==> src/rtl/nor_poll_pkg.sv <==
package nor_poll_pkg;

  // Status word bit positions decoded by the poller
  localparam int TOGGLE_BIT = 6;
  localparam int LIMIT_BIT  = 5;

  typedef enum logic [1:0] {
    RES_NONE    = 2'b00,
    RES_OK      = 2'b01,
    RES_DEVERR  = 2'b10,
    RES_TIMEOUT = 2'b11
  } poll_result_e;

  typedef enum logic [2:0] {
    ST_IDLE,
    ST_CHECK,
    ST_WAIT1,
    ST_WAIT2,
    ST_EVAL
  } poll_state_e;

endpackage

==> src/rtl/nor_tick_timer.sv <==
module nor_tick_timer #(
  parameter int TIMER_W = 16
) (
  input  logic               clk,
  input  logic               rst,
  input  logic               clear,
  input  logic               run,
  input  logic               tick_en,
  input  logic [TIMER_W-1:0] limit,
  output logic               expired
);

  localparam logic [TIMER_W-1:0] CNT_MAX = {TIMER_W{1'b1}};

  logic [TIMER_W-1:0] count_q;
  logic               forever_w;
  logic               zero_w;

  always_ff @(posedge clk) begin
    if (rst) begin
      count_q <= '0;
    end else if (clear) begin
      count_q <= '0;
    end else if (run && tick_en && (count_q != CNT_MAX)) begin
      count_q <= count_q + 1'b1;
    end
  end

  assign forever_w = (limit == CNT_MAX);
  assign zero_w    = (limit == '0);
  assign expired   = zero_w || (!forever_w && (count_q > limit));

  // Counter saturates rather than wrapping
  assert_cnt_saturate_R8: assert property (@(posedge clk) disable iff (rst)
    (count_q == CNT_MAX && !clear) |=> (count_q == CNT_MAX));

  // Counter never moves without a tick
  assert_cnt_needs_tick_R8: assert property (@(posedge clk) disable iff (rst)
    (!tick_en && !clear) |=> $stable(count_q));

endmodule

==> src/rtl/nor_pair_judge.sv <==
module nor_pair_judge
  import nor_poll_pkg::*;
#(
  parameter int DATA_W = 16
) (
  input  logic [DATA_W-1:0] word_a,
  input  logic [DATA_W-1:0] word_b,
  output logic              settled,
  output logic              limit_flag
);

  logic unused_bits;

  // Toggle bit stopped moving: operation finished
  assign settled    = (word_a[TOGGLE_BIT] == word_b[TOGGLE_BIT]);
  // Time-limit flag is taken from the first word of the pair only
  assign limit_flag = word_a[LIMIT_BIT];

  assign unused_bits = ^{word_a, word_b};

endmodule

==> src/rtl/nor_toggle_poller.sv <==
module nor_toggle_poller
  import nor_poll_pkg::*;
#(
  parameter int ADDR_W  = 24,
  parameter int DATA_W  = 16,
  parameter int TIMER_W = 16
) (
  input  logic               clk,
  input  logic               rst,
  input  logic               start,
  input  logic [ADDR_W-1:0]  poll_addr,
  input  logic [TIMER_W-1:0] timeout_lim,
  input  logic               tick_en,
  output logic               rd_req,
  output logic [ADDR_W-1:0]  rd_addr,
  input  logic [DATA_W-1:0]  rd_data,
  input  logic               rd_valid,
  output logic               busy,
  output logic               done,
  output logic [1:0]         result
);

  poll_state_e        state_q;
  logic [ADDR_W-1:0]  addr_q;
  logic [TIMER_W-1:0] limit_q;
  logic [DATA_W-1:0]  word0_q;
  logic [DATA_W-1:0]  word1_q;
  logic               confirm_q;
  logic               req_q;
  logic               done_q;
  poll_result_e       result_q;

  logic               accept_w;
  logic               expired_w;
  logic               settled_w;
  logic               limit_flag_w;

  assign accept_w = (state_q == ST_IDLE) && start;

  nor_tick_timer #(.TIMER_W(TIMER_W)) timer_i (
    .clk     (clk),
    .rst     (rst),
    .clear   (accept_w),
    .run     (state_q != ST_IDLE),
    .tick_en (tick_en),
    .limit   (limit_q),
    .expired (expired_w)
  );

  nor_pair_judge #(.DATA_W(DATA_W)) judge_i (
    .word_a     (word0_q),
    .word_b     (word1_q),
    .settled    (settled_w),
    .limit_flag (limit_flag_w)
  );

  always_ff @(posedge clk) begin
    if (rst) begin
      state_q   <= ST_IDLE;
      addr_q    <= '0;
      limit_q   <= '0;
      word0_q   <= '0;
      word1_q   <= '0;
      confirm_q <= 1'b0;
      req_q     <= 1'b0;
      done_q    <= 1'b0;
      result_q  <= RES_NONE;
    end else begin
      req_q  <= 1'b0;
      done_q <= 1'b0;
      unique case (state_q)
        ST_IDLE: begin
          if (start) begin
            addr_q    <= poll_addr;
            limit_q   <= timeout_lim;
            confirm_q <= 1'b0;
            state_q   <= ST_CHECK;
          end
        end
        ST_CHECK: begin
          if (expired_w) begin
            result_q <= RES_TIMEOUT;
            done_q   <= 1'b1;
            state_q  <= ST_IDLE;
          end else begin
            req_q   <= 1'b1;
            state_q <= ST_WAIT1;
          end
        end
        ST_WAIT1: begin
          if (rd_valid) begin
            word0_q <= rd_data;
            req_q   <= 1'b1;
            state_q <= ST_WAIT2;
          end
        end
        ST_WAIT2: begin
          if (rd_valid) begin
            word1_q <= rd_data;
            state_q <= ST_EVAL;
          end
        end
        ST_EVAL: begin
          if (settled_w) begin
            result_q <= RES_OK;
            done_q   <= 1'b1;
            state_q  <= ST_IDLE;
          end else if (limit_flag_w && confirm_q) begin
            result_q <= RES_DEVERR;
            done_q   <= 1'b1;
            state_q  <= ST_IDLE;
          end else begin
            confirm_q <= limit_flag_w;
            state_q   <= ST_CHECK;
          end
        end
        default: state_q <= ST_IDLE;
      endcase
    end
  end

  assign rd_req  = req_q;
  assign rd_addr = addr_q;
  assign busy    = (state_q != ST_IDLE);
  assign done    = done_q;
  assign result  = result_q;

  // Requests are only made during a run
  assert_req_in_run_R2: assert property (@(posedge clk) disable iff (rst)
    rd_req |-> busy);

  // Request is a single-cycle pulse
  assert_req_pulse_R2: assert property (@(posedge clk) disable iff (rst)
    rd_req |=> !rd_req);

  // Zero limit ends the run before any read
  assert_zero_limit_R7: assert property (@(posedge clk) disable iff (rst)
    (state_q == ST_CHECK && limit_q == '0) |=> (done && result == RES_TIMEOUT && !rd_req));

  // Done is one cycle wide and carries a real verdict
  assert_done_pulse_R10: assert property (@(posedge clk) disable iff (rst)
    done |=> !done);
  assert_done_code_R10: assert property (@(posedge clk) disable iff (rst)
    done |-> (result != RES_NONE));
  assert_result_held_R10: assert property (@(posedge clk) disable iff (rst)
    !$stable(result) |-> done);

  // Start during a run leaves the address alone
  assert_ignore_start_R11: assert property (@(posedge clk) disable iff (rst)
    (busy && start) |=> $stable(rd_addr));

endmodule

==> config.mk <==
export PLATFORM = sky130hd
export DESIGN_NAME = nor_toggle_poller
export DESIGN_NICKNAME = d
export VERILOG_FILES = /design/src/rtl/nor_poll_pkg.sv /design/src/rtl/nor_tick_timer.sv /design/src/rtl/nor_pair_judge.sv /design/src/rtl/nor_toggle_poller.sv
export SDC_FILE = /design/constraint.sdc
export NUM_CORES = 1
export LEC_CHECK = 0
export BUFFER_PORTS_ARGS = -buffer_cell sky130_fd_sc_hd__buf_2
export CAP_MARGIN = 20
export CORE_MARGIN = 5
export CORE_UTILIZATION = 52
export DETAILED_ROUTE_END_ITERATION = 8
export PLACE_DENSITY = 0.77
export SETUP_SLACK_MARGIN = 0.05
export SLEW_MARGIN = 15
export SYNTH_ARGS = -nofsm -noshare
export SYNTH_HDL_FRONTEND = slang
export SYNTH_SLANG_ARGS = --single-unit
==> constraint.sdc <==
create_clock -name clk -period 2.2 [get_ports clk]
set_input_delay 0.22 -clock clk [delete_from_list [all_inputs] [get_ports clk]]
set_output_delay 0.22 -clock clk [all_outputs]
set_load 0.02 [all_outputs]
Word level (Yosys, flattened, before mapping):

Cells that the tools add are included.

* register bits: 78
* latch bits: 0
* RAM bits: 0
* ROM bits: 0
* input bits: 61
* output and inout port bits: 29
* memories: 0

* $add $sub $neg: 1
* $mul: 0
* divide/modulo/power cells: 0
* $lt $le $gt $ge: 1
* eq/ne operators: 14
* shift operators: 0
* mux-type cells: 22
* bitwise operators: 0
* reductions and logical operators: 19

Operator list (number)
* $add 16x1->16 const B: 1
* $eq 16x16->1 const B: 1
* $gt 16x16->1: 1
* $logic_not 16->1: 1
* $ne 16x16->1 const B: 1
* $pmux 3 s5: 1
* $ne 2x2->1 const B: 6
* $mux 1: 10
* $mux 3: 3
* $mux 2: 4
* $eq 3x2->1 const B: 2
* $pmux 1 s2: 3
* $reduce_and 2->1: 3
* $reduce_and 3->1: 2
* $logic_and 1x1->1: 5
* $pmux 2 s2: 1
* $reduce_and 4->1: 1
* $reduce_bool 2->1: 2
* $eq 3x1->1 const B: 1
* $eq 3x3->1 const B: 1
* $logic_not 3->1: 1
* $ne 3x2->1 const B: 1
* $reduce_bool 3->1: 1
* $reduce_or 2->1: 1
* 3 further kinds: 3

Longest topological paths before layout:

* depth in word-level cells: 6
* depth in mapped cells: 9
* depth with buffers taken out: 8

Modules after synthesis:

From an unflattened synthesis, not the netlist that was laid out.

* cells, all modules: 537
* area total of the unflattened synthesis: 4558.1 um^2

Modules (own cells, without submodules)
* nor_toggle_poller: instances 1, cells an instance 361, area each 3195.6 um^2
* nor_tick_timer: instances 1, cells an instance 174, area each 1346.3 um^2
* nor_pair_judge: instances 1, cells an instance 2, area each 16.3 um^2

Least setup slack after synthesis:

No wires, ideal clock.

* kind: reg-to-reg
* start point: register limit_q[1]
* end point: register result_q[1], in the netlist result[1]
* library setup time: 0.115 ns
* arrival: 1.774 ns
* slack: 0.311 ns
* cell stages (with the launch flop): 9
* buffers on the path: 0
* period minus slack after synthesis: 1.889 ns
* cells stage by stage: dfxtp_1 > inv_1 > ha_1 > nor2b_4 > o211ai_1 > a21boi_2 > o41ai_2 > o22ai_2 > o21a_1

* longest elaborated chain between the ends: 6

Ends and longest elaborated chain
* start: declaration: RTL line nor_toggle_poller.sv:25 `logic [TIMER_W-1:0] limit_q;`
* start signal: assignment: RTL line nor_toggle_poller.sv:75 `limit_q <= timeout_lim;`
* branches (longest 3 deep; another with $gt 16x16->1)
* $logic_or 1x1->1 (*): RTL line nor_tick_timer.sv:31 `assign expired = zero_w || (!forever_w && (count_q > limit));`
* $ne 2x2->1 (no line) (*)
* $reduce_and 3->1 (no line) (*)
* end signal: assignment: RTL line nor_toggle_poller.sv:67 `result_q <= RES_NONE;`
* end signal: assignment: RTL line nor_toggle_poller.sv:82 `result_q <= RES_TIMEOUT;`
* end signal: assignment: RTL line nor_toggle_poller.sv:105 `result_q <= RES_OK;`
* end: declaration: RTL line nor_toggle_poller.sv:31 `poll_result_e result_q;`

Mark *: on every way between the ends.
A chain may end at the register's enable or synchronous reset.

Final worst setup path:

* start point: register timer_i.count_q[8]
* end point: register result_q[0], in the netlist result[0]

* longest elaborated chain between the ends: 5

Ends and longest elaborated chain
* start: declaration: RTL line nor_tick_timer.sv:15 `logic [TIMER_W-1:0] count_q;`
* start signal: assignment: RTL line nor_tick_timer.sv:25 `count_q <= count_q + 1'b1;`
* $gt 16x16->1: RTL line nor_tick_timer.sv:31
* $logic_and 1x1->1: RTL line nor_tick_timer.sv:31
* $logic_or 1x1->1: RTL line nor_tick_timer.sv:31
* $ne 2x2->1 (no line)
* $reduce_and 3->1 (no line)

Every way passes these cells.

==> impl_metrics.toml <==
[clock_network]
clk_pin_slew_worst_paths_ps = 70
root_buffer = "sky130_fd_sc_hd__clkbuf_8"
clock_sinks = 67
cts_hold_repair.buffers = 0
cts_buffer_depth = 2
cts_tree = "done"
numCtsBuffers = 9
h-tree-depth = 3
worstSkewPairLatency_ps = 340

[setup_path]
worst_setup_path_end_kind = "flop"
setup.worst_path.start_class = "flop"
timing_worst_setup_path_type = "reg -> reg"
reg2reg_to = "result[0]"
cp_max_fo = 4
worst-r2r-cell-count = 7
critPathRequiredTime_ps = 2460
r2r_start = "timer_i.count_q[8]"
worst_ep_arrival_time_ps = 2400
worst-r2r-setup-slack_ps = 60

[finish]
area_growth_pct = 25.7
mostFrequentLayoutCell = "sky130_fd_sc_hd__nand2_1"
layout_cell_share_with_drive_strength_beyond_1_pct = 28.9
layoutNonFillerInstCount = 552
num-nets-final = 551
final_cell_mix = "sky130_fd_sc_hd__nand2_1, sky130_fd_sc_hd__buf_2, sky130_fd_sc_hd__dfxtp_1"
antennaDiodeCount = 0
final_cell_area_um2 = 3960

[pwr]
combPwrFrac_pct = 19.9
clkPwrFrac_pct = 34.6
p_int_mw = 2.08
ir_worst_vdd_mv = 0.613
cellPowerDensity_nw_per_um2 = 754
total_power_mw = 2.99
seqPwrFrac_pct = 45.5
p_leak_nw = 1.65
total_switching_power_mw = 0.903
switching_share_pct = 30.2

[logic_synthesis]
synth_warnings = 0
syn-mean-instance-area_um2 = 8.08
synthesis.nets = 468
synthDistinctLibCells = 42
synth_edf_count = 0
dominantRegCellSynth = "sky130_fd_sc_hd__dfxtp_1"
syn_inst = 390
synth_seq_area_share_pct = 42.6
yosys-top-cells-area = "sky130_fd_sc_hd__dfxtp_1, sky130_fd_sc_hd__nand2_1, sky130_fd_sc_hd__a21oi_1, sky130_fd_sc_hd__ha_1, sky130_fd_sc_hd__nor2_1"
synth_compound_gate_area_share_pct = 12.7
post-synth-top-area-fraction_pct = 42.6
post_synthesis_async_set_or_reset_flop_share_pct = 0
synth_top_cell_by_area = "sky130_fd_sc_hd__dfxtp_1"
yosys.area_share.adder_pct = 6.75
yosys.area_share.simple_pct = 26.7
syn-cell-area_um2 = 3150
yosys_register_bits = 67
mux_share_of_post_synthesis_cell_area_pct = 1.59
synth_top_family_by_area = "simple AND/OR/NAND/NOR gates"
synthXorXnorAreaFrac_pct = 4.45

[run_status]
outcome = "finished, final reports clean"

[global_route]
grtUsageTotal_pct = 20.7
grt_pass1_wl_mm = 12.6
antenna_violations_before_repair = 0
grt.overflow.total = 0
grt_start_max_net_pins = 41
vias_in_the_first_global_route = 2886

[timing]
finalMaxSlewViolations = 0
worst_pin_slew_ps = 553
timing.final.setup_violations = 0
max_slew_margin_pct = 63.0
clock-skew-final_ps = 7.13
grt_setup_unrepaired = "yes"
final.min_clock_period_ps = 2140
final-hold-violation-count = 0
fmax_mhz = 467
finalCritPeriodShare_pct = 97.3

[detailed_routing]
post_drt_wl_per_cell_um = 13.6
drt_iter0_drc = 167
viasPerCell = 5.21
antenna_left = 0
detail_route.first_pass.iterations = 4
drc = 0
routed-via-count = 2876
drt-total-wl_mm = 7.51

[floorplan]
start_util_pct = 53.2
dieArea_um2 = 7710
boundaryPins = 90
fp.dieH_um = 87.8
core_area_um2 = 5920
die_width_um = 87.8
core.rowCount = 28

[flow_run]
max-cap-violations = 0

[place]
routabilityCongestion = 0.847
port-buffer-count = 75
dpl_cell_area_um2 = 3650
dp.cells = 537
hpwlAfterDp_mm = 5.39

[hold_path]
whs_endpoint = "limit_q[11]"
worstHoldPathType = "in -> reg"
hp-start = "timeout_lim[11]"
min_path_cells = 3
per-layer routing:
layer	track usage, %	vias to the layer above	routed length (µm)
li1	-	1479	-
met1	23.7	1308	3170
met2	34.4	75	3610
met3	9.13	14	553
met4	7.11	0	180
met5	0	-	0
registers in the layout, indices dropped and copies added, names as in the netlist:
name and count:
confirm_q 1, done 1, limit_q 16, rd_addr 24, rd_req 1, result 2, state_q 3, timer_i.count_q 16
word0_q 2, word1_q 1
logic make-up (layout without fill, tap and decap cells):
kind of cell,count (synthesis),in the layout
fa+ha+maj,17,17
buf+inv,40,127
flops,67,67
simple gates,176,176
compound gates,69,69
xor+xnor,16,16
mux,5,5
cells in the mapped netlist (all sizes together), types with 5 or more instances:
cell	count
mux2i	5
clkbuf	11
nand4	12
nand3	7
nor3	10
xnor2	12
nand2	96
nor4	9
a21oi	54
buf	8
inv	21
ha	17
dfxtp	67
nor2	29
stage by stage:
stage	setup slack, ps	TNS, ps	util [%]	hold slack, ps
6_report	60.1	0	66.9	103
5_1_grt	-40.4	-40.4	66.9	90.9
4_1_cts	62.7	0	65.3	95.9
3_5_place_dp	10.1	0	61.7	443
3_3_place_gp	111	0	61.7	438
2_1_floorplan	311	0	-	356
critical path: stages (launching register included):
cell                       delay [ps]
sky130_fd_sc_hd__dfxtp_1          390
sky130_fd_sc_hd__ha_4             300
sky130_fd_sc_hd__nand4_1          180
sky130_fd_sc_hd__nor4_4           380
sky130_fd_sc_hd__a21boi_4         250
sky130_fd_sc_hd__o41ai_4          100
sky130_fd_sc_hd__o22ai_4          230
sky130_fd_sc_hd__mux2i_1          220
area by class of cell:
class,count,area (µm²)
multi-input combinational,283,1740
clock buffer,10,138
inverter,21,78.8
clock inverter,5,62.6
fill,492,1960
sequential,67,1350
tap,75,93.8
timing repair buffer,91,495
worst max path at each step:
stage / start / endpoint / slack (ps) / cells after the start
global route: timer_i.count_q[8] / result[0] / -40 / 7
CTS: limit_q[14] / result[0] / 60 / 9
global placement: limit_q[13] / result[0] / 110 / 9
detailed placement: limit_q[11] / result[0] / 10 / 9
finish: timer_i.count_q[8] / result[0] / 60 / 7
floorplan: limit_q[1] / result[1] / 310 / 8
power by group through the flow:
stage / logic (mW) / clock network, mW / registers [mW]
5_1_grt: 0.661 / 1.12 / 1.37
6_report: 0.596 / 1.03 / 1.36
2_1_floorplan: 0.334 / 0 / 1.42
4_1_cts: 0.575 / 1.06 / 1.36
3_3_place_gp: 0.545 / 0 / 1.38
3_5_place_dp: 0.559 / 0 / 1.38
timing repair:
| item | CTS | global route |
|---|---|---|
| setup buffers | 0 | 1 |
| pin swaps | 3 | 5 |
| setup endpoints to repair | 1 | 13 |
| resized for setup | 3 | 20 |
No activity file was read; power rests on OpenSTA's default activity.
